## config.mk

```make
export PLATFORM = sky130hd
export DESIGN_NAME = ts_merge_arbiter
export DESIGN_NICKNAME = d
export VERILOG_FILES = /design/src/rtl/ts_merge_pkg.sv /design/src/rtl/ts_merge_tracker.sv /design/src/rtl/ts_min_tree.sv /design/src/rtl/ts_merge_outreg.sv /design/src/rtl/ts_merge_arbiter.sv
export SDC_FILE = /design/constraint.sdc
export NUM_CORES = 1
export LEC_CHECK = 0
export ABC_AREA = 0
export BUFFER_PORTS_ARGS = -buffer_cell sky130_fd_sc_hd__buf_2
export CORE_MARGIN = 8
export CORE_UTILIZATION = 46
export CTS_CLUSTER_SIZE = 16
export DETAILED_ROUTE_END_ITERATION = 7
export PLACE_DENSITY = 0.8
export SLEW_MARGIN = 20
export SYNTH_ARGS = -nofsm -noshare
export SYNTH_HDL_FRONTEND = slang
export SYNTH_SLANG_ARGS = --single-unit
```

## constraint.sdc

```tcl
create_clock -name clk -period 5.15 [get_ports clk]
set_input_delay 0.515 -clock clk [delete_from_list [all_inputs] [get_ports clk]]
set_output_delay 0.515 -clock clk [all_outputs]
set_load 0.02 [all_outputs]
```

## src/rtl/ts_merge_pkg.sv

```systemverilog
`timescale 1ns/1ps
package ts_merge_pkg;

  // Width of a channel index; never below one bit.
  function automatic int idx_width(input int n);
    return (n > 1) ? $clog2(n) : 1;
  endfunction

  // Leaf count of the comparator tree: channel count rounded up to 2^k.
  function automatic int leaf_count(input int n);
    int levels;
    levels = (n > 1) ? $clog2(n) : 0;
    return 1 << levels;
  endfunction

  // Tree node rule: the right (higher index) side wins only if it is live
  // and strictly older, so equal stamps resolve to the lower index.
  function automatic logic prefer_right(input logic left_live,
                                        input logic right_live,
                                        input logic right_older);
    return right_live && (!left_live || right_older);
  endfunction

endpackage

```

## src/rtl/ts_merge_tracker.sv

```systemverilog
`timescale 1ns/1ps
module ts_merge_tracker #(
  parameter int NUM_CH = 4
) (
  input  logic              clk,
  input  logic              rst,
  input  logic [NUM_CH-1:0] in_valid,
  input  logic [NUM_CH-1:0] in_last,
  input  logic [NUM_CH-1:0] in_ready,
  output logic [NUM_CH-1:0] live,
  output logic              eligible
);

  logic [NUM_CH-1:0] done_q;

  always_ff @(posedge clk) begin
    if (rst) begin
      done_q <= '0;
    end else begin
      done_q <= done_q | (in_valid & in_ready & in_last);
    end
  end

  assign live     = in_valid & ~done_q;
  assign eligible = &(in_valid | done_q);

  // a retired channel is never handed ready
  a_r6_no_ready_when_done: assert property (@(posedge clk) disable iff (rst)
    (in_ready & done_q) == '0);

  // retirement stays in force until reset
  a_r6_done_sticky: assert property (@(posedge clk) disable iff (rst)
    (done_q & $past(done_q)) == $past(done_q));

  // any ready implies every channel was present or retired
  a_r5_wait_for_all: assert property (@(posedge clk) disable iff (rst)
    (|in_ready) |-> &(in_valid | done_q));

endmodule

```

## src/rtl/ts_min_tree.sv

```systemverilog
`timescale 1ns/1ps
module ts_min_tree #(
  parameter int NUM_CH = 4,
  parameter int TS_W   = 16,
  parameter int IDX_W  = 2
) (
  input  logic [NUM_CH-1:0]      leaf_valid,
  input  logic [NUM_CH*TS_W-1:0] leaf_ts,
  output logic                   root_valid,
  output logic [TS_W-1:0]        root_ts,
  output logic [IDX_W-1:0]       root_idx
);

  localparam int LEAVES = ts_merge_pkg::leaf_count(NUM_CH);
  localparam int NODES  = 2 * LEAVES - 1;

  // Heap layout: node k has children 2k and 2k+1, leaves at LEAVES..NODES.
  logic             node_v   [1:NODES];
  logic [TS_W-1:0]  node_ts  [1:NODES];
  logic [IDX_W-1:0] node_idx [1:NODES];

  genvar i, k;
  generate
    for (i = 0; i < LEAVES; i++) begin : g_leaf
      if (i < NUM_CH) begin : g_real
        assign node_v[LEAVES+i]  = leaf_valid[i];
        assign node_ts[LEAVES+i] = leaf_ts[i*TS_W +: TS_W];
      end else begin : g_pad
        assign node_v[LEAVES+i]  = 1'b0;
        assign node_ts[LEAVES+i] = '0;
      end
      assign node_idx[LEAVES+i] = IDX_W'(i);
    end

    for (k = 1; k < LEAVES; k++) begin : g_node
      logic take_r;
      assign take_r = ts_merge_pkg::prefer_right(node_v[2*k], node_v[2*k+1],
                                                 node_ts[2*k+1] < node_ts[2*k]);
      assign node_v[k]   = node_v[2*k] | node_v[2*k+1];
      assign node_ts[k]  = take_r ? node_ts[2*k+1]  : node_ts[2*k];
      assign node_idx[k] = take_r ? node_idx[2*k+1] : node_idx[2*k];
    end
  endgenerate

  assign root_valid = node_v[1];
  assign root_ts    = node_ts[1];
  assign root_idx   = node_idx[1];

endmodule

```

## src/rtl/ts_merge_outreg.sv

```systemverilog
`timescale 1ns/1ps
module ts_merge_outreg #(
  parameter int TS_W   = 16,
  parameter int DATA_W = 32,
  parameter int IDX_W  = 2
) (
  input  logic              clk,
  input  logic              rst,
  input  logic              load,
  input  logic [TS_W-1:0]   ld_ts,
  input  logic [DATA_W-1:0] ld_data,
  input  logic [IDX_W-1:0]  ld_idx,
  input  logic              ld_last,
  input  logic              out_ready,
  output logic              slot_free,
  output logic              out_valid,
  output logic [TS_W-1:0]   out_ts,
  output logic [DATA_W-1:0] out_data,
  output logic [IDX_W-1:0]  out_ch,
  output logic              out_last
);

  assign slot_free = !out_valid || out_ready;

  always_ff @(posedge clk) begin
    if (rst) begin
      out_valid <= 1'b0;
    end else if (load) begin
      out_valid <= 1'b1;
    end else if (out_ready) begin
      out_valid <= 1'b0;
    end
  end

  always_ff @(posedge clk) begin
    if (load) begin
      out_ts   <= ld_ts;
      out_data <= ld_data;
      out_ch   <= ld_idx;
      out_last <= ld_last;
    end
  end

  // a stalled word stays put
  a_r8_hold_when_stalled: assert property (@(posedge clk) disable iff (rst)
    out_valid && !out_ready |=> out_valid && $stable(out_ts) && $stable(out_data)
                                && $stable(out_ch) && $stable(out_last));

  // an accepted word with nothing behind it empties the register
  a_r9_drain: assert property (@(posedge clk) disable iff (rst)
    out_valid && out_ready && !load |=> !out_valid);

endmodule

```

## src/rtl/ts_merge_arbiter.sv

```systemverilog
`timescale 1ns/1ps
module ts_merge_arbiter #(
  parameter int NUM_CH = 4,
  parameter int TS_W   = 16,
  parameter int DATA_W = 32,
  localparam int IDX_W = ts_merge_pkg::idx_width(NUM_CH)
) (
  input  logic                     clk,
  input  logic                     rst,
  input  logic [NUM_CH-1:0]        in_valid,
  output logic [NUM_CH-1:0]        in_ready,
  input  logic [NUM_CH*TS_W-1:0]   in_ts,
  input  logic [NUM_CH*DATA_W-1:0] in_data,
  input  logic [NUM_CH-1:0]        in_last,
  output logic                     out_valid,
  input  logic                     out_ready,
  output logic [TS_W-1:0]          out_ts,
  output logic [DATA_W-1:0]        out_data,
  output logic [IDX_W-1:0]         out_ch,
  output logic                     out_last
);

  logic [NUM_CH-1:0] live;
  logic              eligible;
  logic              win_valid;
  logic [TS_W-1:0]   win_ts;
  logic [IDX_W-1:0]  win_idx;
  logic              slot_free;
  logic              fire;
  logic [DATA_W-1:0] win_data;
  logic              win_last;

  ts_merge_tracker #(.NUM_CH(NUM_CH)) u_track (
    .clk      (clk),
    .rst      (rst),
    .in_valid (in_valid),
    .in_last  (in_last),
    .in_ready (in_ready),
    .live     (live),
    .eligible (eligible)
  );

  ts_min_tree #(.NUM_CH(NUM_CH), .TS_W(TS_W), .IDX_W(IDX_W)) u_tree (
    .leaf_valid (live),
    .leaf_ts    (in_ts),
    .root_valid (win_valid),
    .root_ts    (win_ts),
    .root_idx   (win_idx)
  );

  assign fire     = !rst && eligible && win_valid && slot_free;
  assign in_ready = fire ? (NUM_CH'(1) << win_idx) : '0;
  assign win_data = in_data[win_idx*DATA_W +: DATA_W];
  assign win_last = in_last[win_idx];

  ts_merge_outreg #(.TS_W(TS_W), .DATA_W(DATA_W), .IDX_W(IDX_W)) u_out (
    .clk       (clk),
    .rst       (rst),
    .load      (fire),
    .ld_ts     (win_ts),
    .ld_data   (win_data),
    .ld_idx    (win_idx),
    .ld_last   (win_last),
    .out_ready (out_ready),
    .slot_free (slot_free),
    .out_valid (out_valid),
    .out_ts    (out_ts),
    .out_data  (out_data),
    .out_ch    (out_ch),
    .out_last  (out_last)
  );

  // Checking state: last timestamp accepted downstream.
  logic [TS_W-1:0] chk_prev_ts;
  logic            chk_prev_ok;

  always_ff @(posedge clk) begin
    if (rst) begin
      chk_prev_ok <= 1'b0;
      chk_prev_ts <= '0;
    end else if (out_valid && out_ready) begin
      chk_prev_ok <= 1'b1;
      chk_prev_ts <= out_ts;
    end
  end

  // one grant at most
  a_r2_onehot_ready: assert property (@(posedge clk) disable iff (rst)
    $onehot0(in_ready));

  // a stalled output blocks every input
  a_r8_no_grant_on_stall: assert property (@(posedge clk) disable iff (rst)
    out_valid && !out_ready |-> in_ready == '0);

  // the word shown next cycle names the channel that was ready
  a_r7_word_follows: assert property (@(posedge clk) disable iff (rst)
    |(in_valid & in_ready) |=> out_valid && (($past(in_ready) >> out_ch) == NUM_CH'(1)));

  // output time never steps backwards (inputs sorted)
  a_r4_monotonic: assert property (@(posedge clk) disable iff (rst)
    out_valid && chk_prev_ok |-> out_ts >= chk_prev_ts);

endmodule

```

==> metrics <==
status finished clean; DP Area 6100 sq um; CP Launch Type input pin; R2R Setup Slk about 900 ps; clk root buf clkbuf_8; DRC Markers 0; max_cap viols 0; Detail Route Antenna Nets 0; Slew @ Worst Pin 683 ps; number of H-tree levels 2; Multi-input gate area about 2800 sq um; count of hold-fix buffers inserted at cts 0; die area approximately 14,000 sq um; WP depth 17; GRT Residual Overflow 0; Final Max Tran Viols 0; unrepaired setup endpoints after global routing false; P_leak around 3.2 nW; fin crit period 4860 ps; final hold vios 0; drt total wl 16,400 um; Crit path required time roughly 4600 ps; DRT Pass-1 Iters 5; Setup crit end kind primary output; Clock Sink Count between 50 and 60; end of the worst register-to-register path u_out.out_ts[7]$_DFFE_PP_; global-route usage over all layers around 23%; core area about 10,000 sq um; Total Nets Final between 900 and 1,000; placed cells 814; CP startpoint in_ts[33]; clock latency at the later pin of the worst-skew pair 300 ps; width of the die between 100 and 150 um; worst min path class in2reg; GPL Wtd Cong between 0.9 and 1; Synth async-reset ratio 0%; RR Startpoint u_track.done_q[1]$_SDFF_PP0_; list of most frequent post-synthesis cells 114 x mux2i_1, 51 x edfxtp_1, 45 x ha_1; vias in the first global route ~4,800; Slew HR 54.5%; CTS tree built; register area share after synthesis between 30% and 40%; Post-Synthesis Cells 431; Syn Area/Cell 10.9 sq um; Synthesized Nets between 600 and 700; IO Pins 259; CTS Buf Count 5; number of vias per cell 5.48; HP Start rst; post-synthesis cell area roughly 4700 sq um; cell taking the most area after synthesis edfxtp_1; Buffers & Inverters on Critical Path 4; Top delay family on crit path compound AO/OA/AOI/OAI gates; Peak VDD IR 100 uV; fin crit share between 90% and 100%; pwr/cell area 226 nW/um^2; synth warn 0; Final Non-Filler Cells 827; largest net degree at the start of global routing 53; number of port buffers approximately 260; Post-Place Setup Slack -116 ps; CP cell instances buf_2 -> inv_1 -> ha_1 -> a2111oi_2 -> o311ai_1 -> a22oi_4 -> buf_4 -> mux2_2 -> ha_1 -> o21a_1 -> nor2_1 -> o311a_1 -> nand3_1 -> mux2_2 -> o21a_2 -> and3_1 -> buf_2; crit path kind in2out; Post-synth EDFFs a little over 50; main flop type after synthesis edfxtp_1; initial antenna violation count 2; initial drt markers about 240; Worst Reg2Reg Path Length in Cells 15; post-route cell area 6240 sq um; endpoints failing setup 0; most frequent cell after synthesis mux2i_1; layout cells sized above 1 ~44%; hold slack final 444 ps; number of synthesized register bits 56; total number of vias between 4,000 and 5,000; top post-synthesis cells by area edfxtp_1 33%, mux2i_1 24%, ha_1 12%, mux2_2 3.8%, a21oi_1 3.3%; Rows 37; Reg area between 1500 and 2000 sq um; number of fill cells 860; drt wl/cell between 15 and 20 um; crit path to in_ready[0]; worst-case clock buffer depth 2; Util after Layout between 60 and 70%; highest cell delay on the worst timing path 400 ps; Initial Util 46.5%; global-route wire length before repair 24,100 um; upper clock frequency limit ~0.21 GHz; DP Wirelength 13,800 um; critical path arrival roughly 4400 ps; area delta synth->final 33.1%; Fin Clk Skew 3.28 ps; Clock Pin Slew Worst Setup and Hold Paths 100 ps; CP max FO 13; Die Ht roughly 120 um; Yosys top cell area share 32.7%; Critical-path top delay cell mux2_2; post-synthesis cell type count 44; Setup WS post-layout approximately 290 ps
## kinds of logic (layout without fill, tap and decap cells)
kind of cell	Yosys count	in the layout	synth area share [%]
adders and majority gates	45	45	12.0
DFF	56	56	34.8
AOI/OAI and AO/OA	85	85	12.5
other	0	1	0
buffers and inverters	62	321	6.38
and+or+nand+nor	52	52	5.84
muxes	131	131	28.5
## sequential cells by signal, summed over array words and instances (netlist names)
| name | cells |
|---|---|
| u_out.out_data | 32 |
| u_out.out_ts | 16 |
| u_track.done_q | 4 |
| u_out.out_ch | 2 |
| u_out.out_last | 1 |
| u_out.out_valid | 1 |
## power breakdown
group | leakage [nW] | switching, mW | total, mW | internal, mW
sequential | 0.500 | 0.00262 | 0.538 | 0.535
clock | 0.0445 | 0.148 | 0.245 | 0.0970
combinational | 2.67 | 0.337 | 0.627 | 0.289
total | 3.21 | 0.488 | 1.41 | 0.922
## worst min-delay path by stage
stage | endpoint | slack, ps | cells after the start
2_1_floorplan | u_track.done_q[1]$_SDFF_PP0_ | 450 | 2
3_3_place_gp | u_track.done_q[1]$_SDFF_PP0_ | 460 | 2
3_5_place_dp | u_track.done_q[1]$_SDFF_PP0_ | 480 | 2
5_1_grt | u_out.out_valid$_SDFFE_PP0P_ | 440 | 2
4_1_cts | u_out.out_valid$_SDFFE_PP0P_ | 420 | 2
6_report | u_out.out_valid$_SDFFE_PP0P_ | 440 | 2
## per-layer routing
layer  global-route usage [%]  wire length, um  up-vias  share of wire [%]
met5                        0               14        -              0.085
met4                     11.3              630        2                3.8
met3                     5.95             1590       51                9.7
met2                     40.3             8180      241                 50
met1                     24.7             5990     2080                 37
li1                         -                -     2156                  -
## per-stage QoR
step / setup TNS, ps / total power [mW]
finish: 0 / 1.41
CTS: 0 / 1.41
global placement: 0 / 1.14
detailed placement: -1820 / 1.16
floorplan: 0 / 0.990
global route: 0 / 1.50
## cells in the final DEF (no fill, tap or decap), drive strengths merged, types with 8 or more instances in the layout
cell type  netlist  final
a22oi           17     17
buf             19    272
inv             41     42
a21oi           31     31
nand2           11     11
ha              45     45
mux2            17     17
nand3            8      8
edfxtp          51     51
mux2i          114    114
## what timing repair did
action / 4_1_cts / 5_1_grt
endpoints found under the setup margin: 4 / 4
endpoints found under the hold margin: 0 / 0
setup buffers: 4 / 0
gates resized for setup: 0 / 4
pin swaps: 1 / 0
## final cells by class
cell class	instances	share of cell area [%]
Tap cell	136	2.73
Antenna cell	1	0.0401
Timing Repair Buffer	272	22.4
Clock buffer	5	1.10
Clock inverter	3	0.341
Sequential cell	56	26.1
Multi-Input combinational cell	313	44.8
Inverter	41	2.47
No activity file was read; power rests on OpenSTA's default activity.
